### config.mk
export PLATFORM = sky130hd
export DESIGN_NAME = frm_read_mux
export DESIGN_NICKNAME = d
export VERILOG_FILES = /design/src/rtl/frm_pkg.sv /design/src/rtl/frm_lane_pack.sv /design/src/rtl/frm_query_rom.sv /design/src/rtl/frm_rom_track.sv /design/src/rtl/frm_read_mux.sv
export SDC_FILE = /design/constraint.sdc
export NUM_CORES = 1
export LEC_CHECK = 0
export BUFFER_PORTS_ARGS = -buffer_cell sky130_fd_sc_hd__buf_2
export CAP_MARGIN = 20
export CELL_PAD_IN_SITES_DETAIL_PLACEMENT = 0
export CELL_PAD_IN_SITES_GLOBAL_PLACEMENT = 1
export CORE_ASPECT_RATIO = 0.7
export CORE_MARGIN = 10
export CORE_UTILIZATION = 39
export DETAILED_ROUTE_END_ITERATION = 8
export PLACE_DENSITY = 0.84
export SYNTH_ARGS = -nofsm -noshare
export SYNTH_HDL_FRONTEND = slang
export SYNTH_SLANG_ARGS = --single-unit
### constraint.sdc
create_clock -name clk_i -period 1.9 [get_ports clk_i]
set_clock_uncertainty 0.05 [all_clocks]
set_input_delay 0.57 -clock clk_i [delete_from_list [all_inputs] [get_ports clk_i]]
set_output_delay 0.57 -clock clk_i [all_outputs]
set_load 0.05 [all_outputs]
### src/rtl/frm_pkg.sv
package frm_pkg;
  typedef enum logic [2:0] {
    RM_IDLE    = 3'd0,
    RM_SEQ     = 3'd1,
    RM_AUTOSEL = 3'd2,
    RM_STATUS  = 3'd3,
    RM_QUERY   = 3'd4
  } rd_mode_e;

  typedef enum logic [1:0] {
    SZ_BYTE = 2'd0,
    SZ_HALF = 2'd1,
    SZ_WORD = 2'd2
  } acc_size_e;

  localparam int unsigned DATA_BYTES = 4;
  localparam int unsigned DATA_W     = 8 * DATA_BYTES;
endpackage

### src/rtl/frm_lane_pack.sv
module frm_lane_pack
  import frm_pkg::*;
(
  input  logic [DATA_W-1:0] arr_i,
  input  logic [1:0]        size_i,
  input  logic              be_i,
  output logic [DATA_W-1:0] data_o
);
  logic [7:0] lane [DATA_BYTES];

  for (genvar k = 0; k < DATA_BYTES; k++) begin : g_lane
    assign lane[k] = arr_i[8*k +: 8];
  end

  always_comb begin
    data_o = '0;
    unique case (acc_size_e'(size_i))
      SZ_HALF: data_o[15:0] = be_i ? {lane[0], lane[1]} : {lane[1], lane[0]};
      SZ_WORD: data_o = be_i ? {lane[0], lane[1], lane[2], lane[3]} : arr_i;
      default: data_o[7:0] = lane[0];
    endcase
  end
endmodule

### src/rtl/frm_query_rom.sv
module frm_query_rom #(
  parameter logic [7:0] QRY_LEN = 8'h52
) (
  input  logic [7:0] off_i,
  output logic [7:0] byte_o
);
  logic [7:0] tbl;

  always_comb begin
    unique case (off_i)
      8'h10:   tbl = 8'h51;  // 'Q'
      8'h11:   tbl = 8'h52;  // 'R'
      8'h12:   tbl = 8'h59;  // 'Y'
      8'h13:   tbl = 8'h02;  // command set, low
      8'h14:   tbl = 8'h00;  // command set, high
      8'h15:   tbl = 8'h31;  // extended table pointer
      default: tbl = 8'h00;
    endcase
  end

  assign byte_o = (off_i > QRY_LEN) ? 8'h00 : tbl;
endmodule

### src/rtl/frm_rom_track.sv
module frm_rom_track #(
  parameter int unsigned ROM_THRESH = 42
) (
  input  logic clk_i,
  input  logic rst_ni,
  input  logic wr_i,
  input  logic idle_rd_i,
  output logic rom_o
);
  localparam int unsigned CNT_W = $clog2(ROM_THRESH + 2);

  logic [CNT_W-1:0] cnt_q;
  logic             rom_q;

  always_ff @(posedge clk_i or negedge rst_ni) begin
    if (!rst_ni) begin
      cnt_q <= '0;
      rom_q <= 1'b1;
    end else if (wr_i) begin
      cnt_q <= '0;
      rom_q <= 1'b0;
    end else if (idle_rd_i && !rom_q) begin
      if (cnt_q == CNT_W'(ROM_THRESH)) rom_q <= 1'b1;
      else                             cnt_q <= cnt_q + 1'b1;
    end
  end

  assign rom_o = rom_q;
endmodule

### src/rtl/frm_read_mux.sv
module frm_read_mux
  import frm_pkg::*;
#(
  parameter int unsigned DEV_BYTES  = 2,
  parameter int unsigned ID_W       = 16,
  parameter logic [ID_W-1:0] ID0    = 16'h0001,
  parameter logic [ID_W-1:0] ID1    = 16'h227E,
  parameter logic [ID_W-1:0] ID2    = 16'h2210,
  parameter logic [ID_W-1:0] ID3    = 16'hFFFF,
  parameter logic [7:0] QRY_LEN     = 8'h52,
  parameter int unsigned ROM_THRESH = 42
) (
  input  logic        clk_i,
  input  logic        rst_ni,
  input  logic        rd_i,
  input  logic        wr_i,
  input  logic [7:0]  addr_i,
  input  logic [1:0]  size_i,
  input  logic        big_endian_i,
  input  logic [2:0]  mode_i,
  input  logic [31:0] arr_data_i,
  input  logic        prog_i,
  input  logic        prog_bit7_i,
  input  logic        erase_i,
  input  logic        done_i,
  output logic [31:0] rdata_o,
  output logic        rom_mode_o
);
  localparam int unsigned OFF_SH = (DEV_BYTES >= 4) ? 2 : (DEV_BYTES == 2) ? 1 : 0;
  localparam logic [ID_W-1:0] ID_ABSENT = '1;

  rd_mode_e          mode;
  logic [7:0]        boff;
  logic [DATA_W-1:0] arr_word, resp, rdata_q;
  logic [7:0]        qry_byte, status_q;

  assign mode = rd_mode_e'(mode_i);
  assign boff = addr_i >> OFF_SH;

  frm_lane_pack i_pack (
    .arr_i  (arr_data_i),
    .size_i (size_i),
    .be_i   (big_endian_i),
    .data_o (arr_word)
  );

  frm_query_rom #(.QRY_LEN(QRY_LEN)) i_qry (
    .off_i  (boff),
    .byte_o (qry_byte)
  );

  frm_rom_track #(.ROM_THRESH(ROM_THRESH)) i_rom (
    .clk_i     (clk_i),
    .rst_ni    (rst_ni),
    .wr_i      (wr_i),
    .idle_rd_i (rd_i && (mode == RM_IDLE)),
    .rom_o     (rom_mode_o)
  );

  always_comb begin
    resp = arr_word;
    unique case (mode)
      RM_AUTOSEL: begin
        unique case (boff)
          8'h00: resp = DATA_W'(ID0);
          8'h01: resp = DATA_W'(ID1);
          8'h02: resp = '0;
          8'h0E: if (ID2 != ID_ABSENT) resp = DATA_W'(ID2);
          8'h0F: if (ID3 != ID_ABSENT) resp = DATA_W'(ID3);
          default: ;
        endcase
      end
      RM_STATUS: resp = DATA_W'(status_q);
      RM_QUERY:  resp = DATA_W'(qry_byte);
      default: ;
    endcase
  end

  // status: loads win; poll and completion toggles combine
  always_ff @(posedge clk_i or negedge rst_ni) begin
    if (!rst_ni) begin
      status_q <= 8'h00;
    end else if (erase_i) begin
      status_q <= 8'h00;
    end else if (prog_i) begin
      status_q <= {~prog_bit7_i, 7'h7F};
    end else begin
      status_q <= status_q ^ {done_i, (rd_i && mode == RM_STATUS), 6'b0};
    end
  end

  always_ff @(posedge clk_i or negedge rst_ni) begin
    if (!rst_ni)   rdata_q <= '0;
    else if (rd_i) rdata_q <= resp;
  end

  assign rdata_o = rdata_q;
endmodule

# Word-level counts from Yosys, hierarchy flattened
# Index checks and enable logic that the tools add are counted.
word_totals:
  ff_bits: 47
  output_inout_bits: 33
  elab_cells: 50
op_classes:
  addsub: 1
  magnitude_cmp: 1
  n_eq_ne: 15
  mux: 17
  bitwise_logic: 2
  n_reduce_logical: 10
ops:
  columns: ["operator", "n"]
  rows:
  - ["case mux 32 bit (4 select lines)", 1]
  - ["case mux 32 bit (3 select lines)", 1]
  - ["== test 7 x 5 -> 1 bit, second input constant", 5]
  - ["case mux 7 bit (5 select lines)", 1]
  - ["2-to-1 mux 16 bit", 2]
  - ["2-to-1 mux 32 bit", 1]
  - ["case mux 8 bit (2 select lines)", 2]
  - ["2-to-1 mux 6 bit", 3]
  - ["2-to-1 mux 8 bit", 2]
  - ["logical NOT 8 bit", 1]
  - ["XOR 8 bit", 1]
  - ["== test 7 x 1 -> 1 bit, second input constant", 1]
  - ["== test 7 x 2 -> 1 bit, second input constant", 1]
  - ["== test 7 x 4 -> 1 bit, second input constant", 1]
  - ["> comparator 7 bit, second input constant", 1]
  - ["2-to-1 mux 7 bit", 1]
  - ["adder 6 x 1 -> 6 bit, second input constant", 1]
  - ["== test 3 x 2 -> 1 bit, second input constant", 2]
  - ["== test 6 bit, second input constant", 1]
  - ["AND reduction 2 bit", 2]
  - ["nonzero test 2 bit", 2]
  - ["== test 3 bit, second input constant", 1]
  - ["logical AND 1 bit", 3]
  - ["logical NOT 3 bit", 1]
  - ["other kinds (6)", 8]

# Depth between registers and ports, before layout
depth:
  ltp_word: 5
  mapped_depth: 8

# By module
# Synthesis repeated with hierarchy kept, for this count alone.
unflattened:
  cells_unflattened: 335
  area_unflattened_um2: 3098.0
modules_own_cells:
  columns: ["module", "instances", "cells_each", "area_each_um2", "seq_area_each_um2"]
  rows:
  - ["frm_read_mux", 1, 185, 1821.7, 875.8]
  - ["frm_lane_pack", 1, 92, 718.2, 0.0]
  - ["frm_rom_track", 1, 43, 416.6, 176.4]
  - ["frm_query_rom", 1, 15, 141.4, 0.0]

# Worst setup path before layout
# OpenSTA, ideal clock, no wires.
synth_path:
  path_type: "input port to flip-flop"
  from: "input port mode_i[0]"
  to: "register rdata_q[6], in the netlist rdata_o[6]"
  arrival_ns: 1.996
  required_time_ns: 1.756
  path_slack_ns: -0.239
  path_stages: 6
  path_buffers: 2
  path_cell_list: "buf_6 or3b_1 buf_6 a2111oi_2 o41ai_1 a221oi_2"
synth_via:
  elab_chain_len: 2
  word_cells_on_any_way: 4
  classes_between: "eq/ne: 3; mux: 1"
synth_lines:
  columns: ["item", "line_no", "text"]
  rows:
  - ["start: declaration", "frm_read_mux.sv:20", "input logic [2:0] mode_i,"]
  - ["== test 3 bit / == test 3 x 2 -> 1 bit (equally long branches)", "frm_read_mux.sv:62", "unique case (mode)"]
  - ["case mux 32 bit (3 select lines) (*)", "frm_read_mux.sv:62", null]
  - ["end signal: assignment", "frm_read_mux.sv:94", "else if (rd_i) rdata_q <= resp;"]
  - ["end: declaration", "frm_read_mux.sv:34", "logic [DATA_W-1:0] arr_word, resp, rdata_q;"]
# Every way passes the cells marked *; elsewhere a longest branch is shown, timed or not.
# A chain may end at the register's enable or synchronous reset.

# Worst setup path in the final report
layout_path:
  from: "input port addr_i[6]"
  to: "register rdata_q[0], in the netlist rdata_o[0]"
layout_via:
  elab_chain_len: 4
  word_cells_on_any_way: 14
  classes_between: "order compare: 1; eq/ne: 8; mux: 4; reduce/logical: 1"
layout_lines:
  columns: ["item", "line_no", "text"]
  rows:
  - ["start: declaration", "frm_read_mux.sv:17", "input logic [7:0] addr_i,"]
  - ["parallel branches: the longest is 3 deep, another holds > comparator 7 bit", null, null]
  - ["case mux 32 bit (3 select lines) (*)", "frm_read_mux.sv:62", null]
# Every way passes the cells marked *.

==> summary.txt <==
Status
  – Status: complete, no violations

Final layout
  – Antenna cells: 0
  – Most frequent cells in the layout: buf_2 (85), buf_4 (47), dfrtp_1 (41)
  – Fill count: 639
  – Layout cells sized above 1: 45.43%
  – Area Overhead vs Synth: 35.85%
  – Final nets: 473
  – Commonest non-fill, non-tap cell in the layout: buf_2

Floorplan
  – Die X: 122.0 um
  – I/O pin total: 87
  – Core area: 6913 um^2
  – DIE AREA: 11140 um^2
  – # rows: 25
  – Initial core utilization: 41.05%
  – Die height: 91.37 um

Yosys
  – Post-synth ARST share: 100.0%
  – Syn nets: 353
  – Top_reg_cell synth: dfrtp_1
  – Cells after Synth: 295
  – Yosys reg bits: 42
  – Yosys cell types: 56
  – YS warnings: 0
  – Register area share after synthesis: 37.08%
  – Syn Area/Cell: 9.619 um^2
  – Post-synth EDFFs: 0
  – Cell area after synthesis: 2838 um^2

Routing
  – Vias: 2833
  – Vias per cell: 5.555
  – Avg WL per Cell: 18.04 um
  – Detail Route Antenna Nets: 0
  – Iteration-0 DRC Markers: 213
  – Routed WL: 9201 um
  – Drt drc: 0
  – Pre-antenna DRT Iters: 5

Power and ir drop
  – PwrDens: 646.8 nW/um^2
  – Max rail drop VDD: 0.3339 mV
  – Pleak: 0.001748 uW
  – Tot Pwr: 2493 uW

Clocking
  – Root buf cell: clkbuf_8
  – Clock Sinks: 42
  – # H-tree levels: 2
  – Hold_buf cts: 0
  – Max clock buf depth: 2
  – Cts bufs inserted: 5
  – Post-CTS setup buffers: 0
  – Clk slew on worst S/H paths: 0.08 ns
  – Worst-skew pair later-pin latency: 0.29 ns
  – CTS tree: done

Placed design
  – Detail Placement HPWL: 7368 um
  – GPL Wtd Cong: 0.9026
  – Port bufs: 85

STA
  – Final Critical Period: 1.878 ns
  – Sum Neg Setup Slack: 0 ns
  – RSZ-0062 raised after global routing: false
  – Final worst-path cycle share: 98.83%
  – # setup viols final: 0
  – Final hold violations: 0
  – Max Slew Vio Count: 0
  – Max Freq: 532.5 MHz
  – Slew Limit Headroom: 75.22%
  – Worst-margin pin slew: 0.3717 ns

Worst hold path
  – Hold Path Class: in2async

Critical path
  – CP cell instances: buf_2, or3b_2, or4_4, a21oi_2, o32a_2
  – Setup CP Type: in2reg
  – CP Data Required Time: 2.09 ns
  – Crit-path max FO: 4
  – Worst path bufs/invs: 1
  – Setup crit start kind: input port
  – Worst Setup End Kind: register
  – Cell family with most CP delay: simple AND/OR/NAND/NOR gates
  – Crit path max-delay cell type: or3b_2
  – Arrival @ worst endpoint: 2.07 ns
  – CP max stage delay: 0.56 ns

Global routing
  – Global route overflow: 0
  – Antenna violations before repair: 0
  – Vias in the first global route: 2890
  – Global-route wire length before repair: 14970 um
  – Total GRT Usage: 16.29%
  – Largest net degree at the start of global routing: 43

Flow run
  – Max Cap Viol: 0
[final timing paths]
check	from	endpoint	slack, ns	cells past startpoint
setup / recovery	addr_i[6]	rdata_o[0]$_DFFE_PN0P_	0.02	5
hold reg to reg	rdata_o[20]$_DFFE_PN0P_	rdata_o[20]$_DFFE_PN0P_	0.44	1
hold / removal	rst_ni	i_rom.cnt_q[1]$_DFFE_PN0P_	0.18	2
max in group asynchronous	rst_ni	i_rom.rom_o$_DFFE_PN1P_	1.36	2
min in group clk_i	prog_bit7_i	status_q[7]$_DFF_PN0_	0.40	2
setup reg to reg	i_rom.cnt_q[0]$_DFFE_PN0P_	i_rom.cnt_q[5]$_DFFE_PN0P_	0.20	6
[area by class of cell]
cell class / count / area (um^2) / share of cell area (%)
Sequential cell: 42 / 1052 / 27.30
Multi-Input combinational cell: 218 / 1704 / 44.21
Timing Repair Buffer: 134 / 818.3 / 21.23
Clock buffer: 8 / 110.1 / 2.856
Tap cell: 94 / 117.6 / 3.051
Inverter: 14 / 52.55 / 1.363
[flip-flops by register name (all words and copies together), names as in the netlist]
register	count
rdata_o	32
i_rom.cnt_q	6
status_q	3
i_rom.rom_o	1
[through the flow]
stage | hold WS, ns | setup slack [ns] | utilization [%] | cell area [um^2] | cells
3_5_place_dp | 0.4181 | -0.3331 | 54.08 | 3739 | 503
2_1_floorplan | 0.2244 | -0.08952 | - | 2923 | 295
6_report | 0.1818 | 0.02220 | 55.76 | 3855 | 510
4_1_cts | 0.1886 | 0.05085 | 55.60 | 3844 | 510
3_3_place_gp | 0.4168 | -0.2933 | 54.08 | 3739 | 503
5_1_grt | 0.2010 | 0.001708 | 55.76 | 3855 | 510
[cells in the mapped netlist, drive strengths merged (2+ instances only)]
cell type / instances / area share (%)
dfrtp: 41 / 36
mux2: 26 / 10
nor2: 22 / 2.9
o2bb2ai: 18 / 5.6
a22oi: 17 / 4.5
clkbuf: 14 / 1.9
inv: 14 / 1.9
nand2: 14 / 1.9
nand2b: 13 / 2.9
a21oi: 9 / 1.6
o211ai: 9 / 2.4
buf: 7 / 1.8
o32ai: 7 / 2.2
nor3: 6 / 1.1
a221oi: 5 / 2.0
or2: 5 / 1.1
xor2: 5 / 1.5
a211oi: 4 / 1.1
ha: 4 / 1.8
nand3: 4 / 0.71
o21ai: 4 / 0.71
nor2b: 3 / 0.66
nor3b: 3 / 0.79
o41ai: 3 / 0.93
a31oi: 2 / 0.44
nand3b: 2 / 0.53
nand4: 2 / 0.44
nor4: 2 / 0.44
nor4b: 2 / 0.62
o2111ai: 2 / 0.62
o21a: 2 / 0.53
o221ai: 2 / 0.62
o311ai: 2 / 0.62
o32a: 2 / 0.75
or3: 2 / 0.44
or3b: 2 / 0.62
or4: 2 / 0.66
[repair_timing]
item | 4_1_cts | 5_1_grt
gates resized for setup | 1 | 2
setup endpoints to repair | 1 | 2
pin swaps | 3 | 0
[worst register-to-register path, delay by kind of cell (launching register included)]
family	cells	cell delay, ns
adders and majority gates	1	0.14
and+or+nand+nor	2	0.28
muxes	1	0.33
AOI/OAI and AO/OA	1	0.29
DFF	1	0.42
buffers and inverters	1	0.07
[routing by layer]
layer / up-vias / wire length (um) / global-route usage [%]
met5: - / 0 / 0
met1: 1329 / 4344 / 22.67
met4: 0 / 68 / 2.673
met3: 10 / 925 / 5.999
li1: 1372 / - / -
met2: 122 / 3863 / 23.57
[power breakdown]
part | internal, uW | total [uW] | switching, uW
Sequential | 956 | 998 | 41.8
Combinational | 301 | 817 | 517
Clock | 367 | 678 | 310
[logic make-up after synthesis]
group / count (synthesis) / share of synthesized area (%)
AO/OA/AOI/OAI: 95 / 26.94
AND/OR/NAND/NOR: 87 / 16.58
flip-flops: 42 / 37.08
buffers and inverters: 35 / 5.467
multiplexers: 26 / 10.32
XOR/XNOR: 6 / 1.852
adder cells (fa/ha/maj): 4 / 1.764
Note: power is estimated with default switching activity, not from simulation.
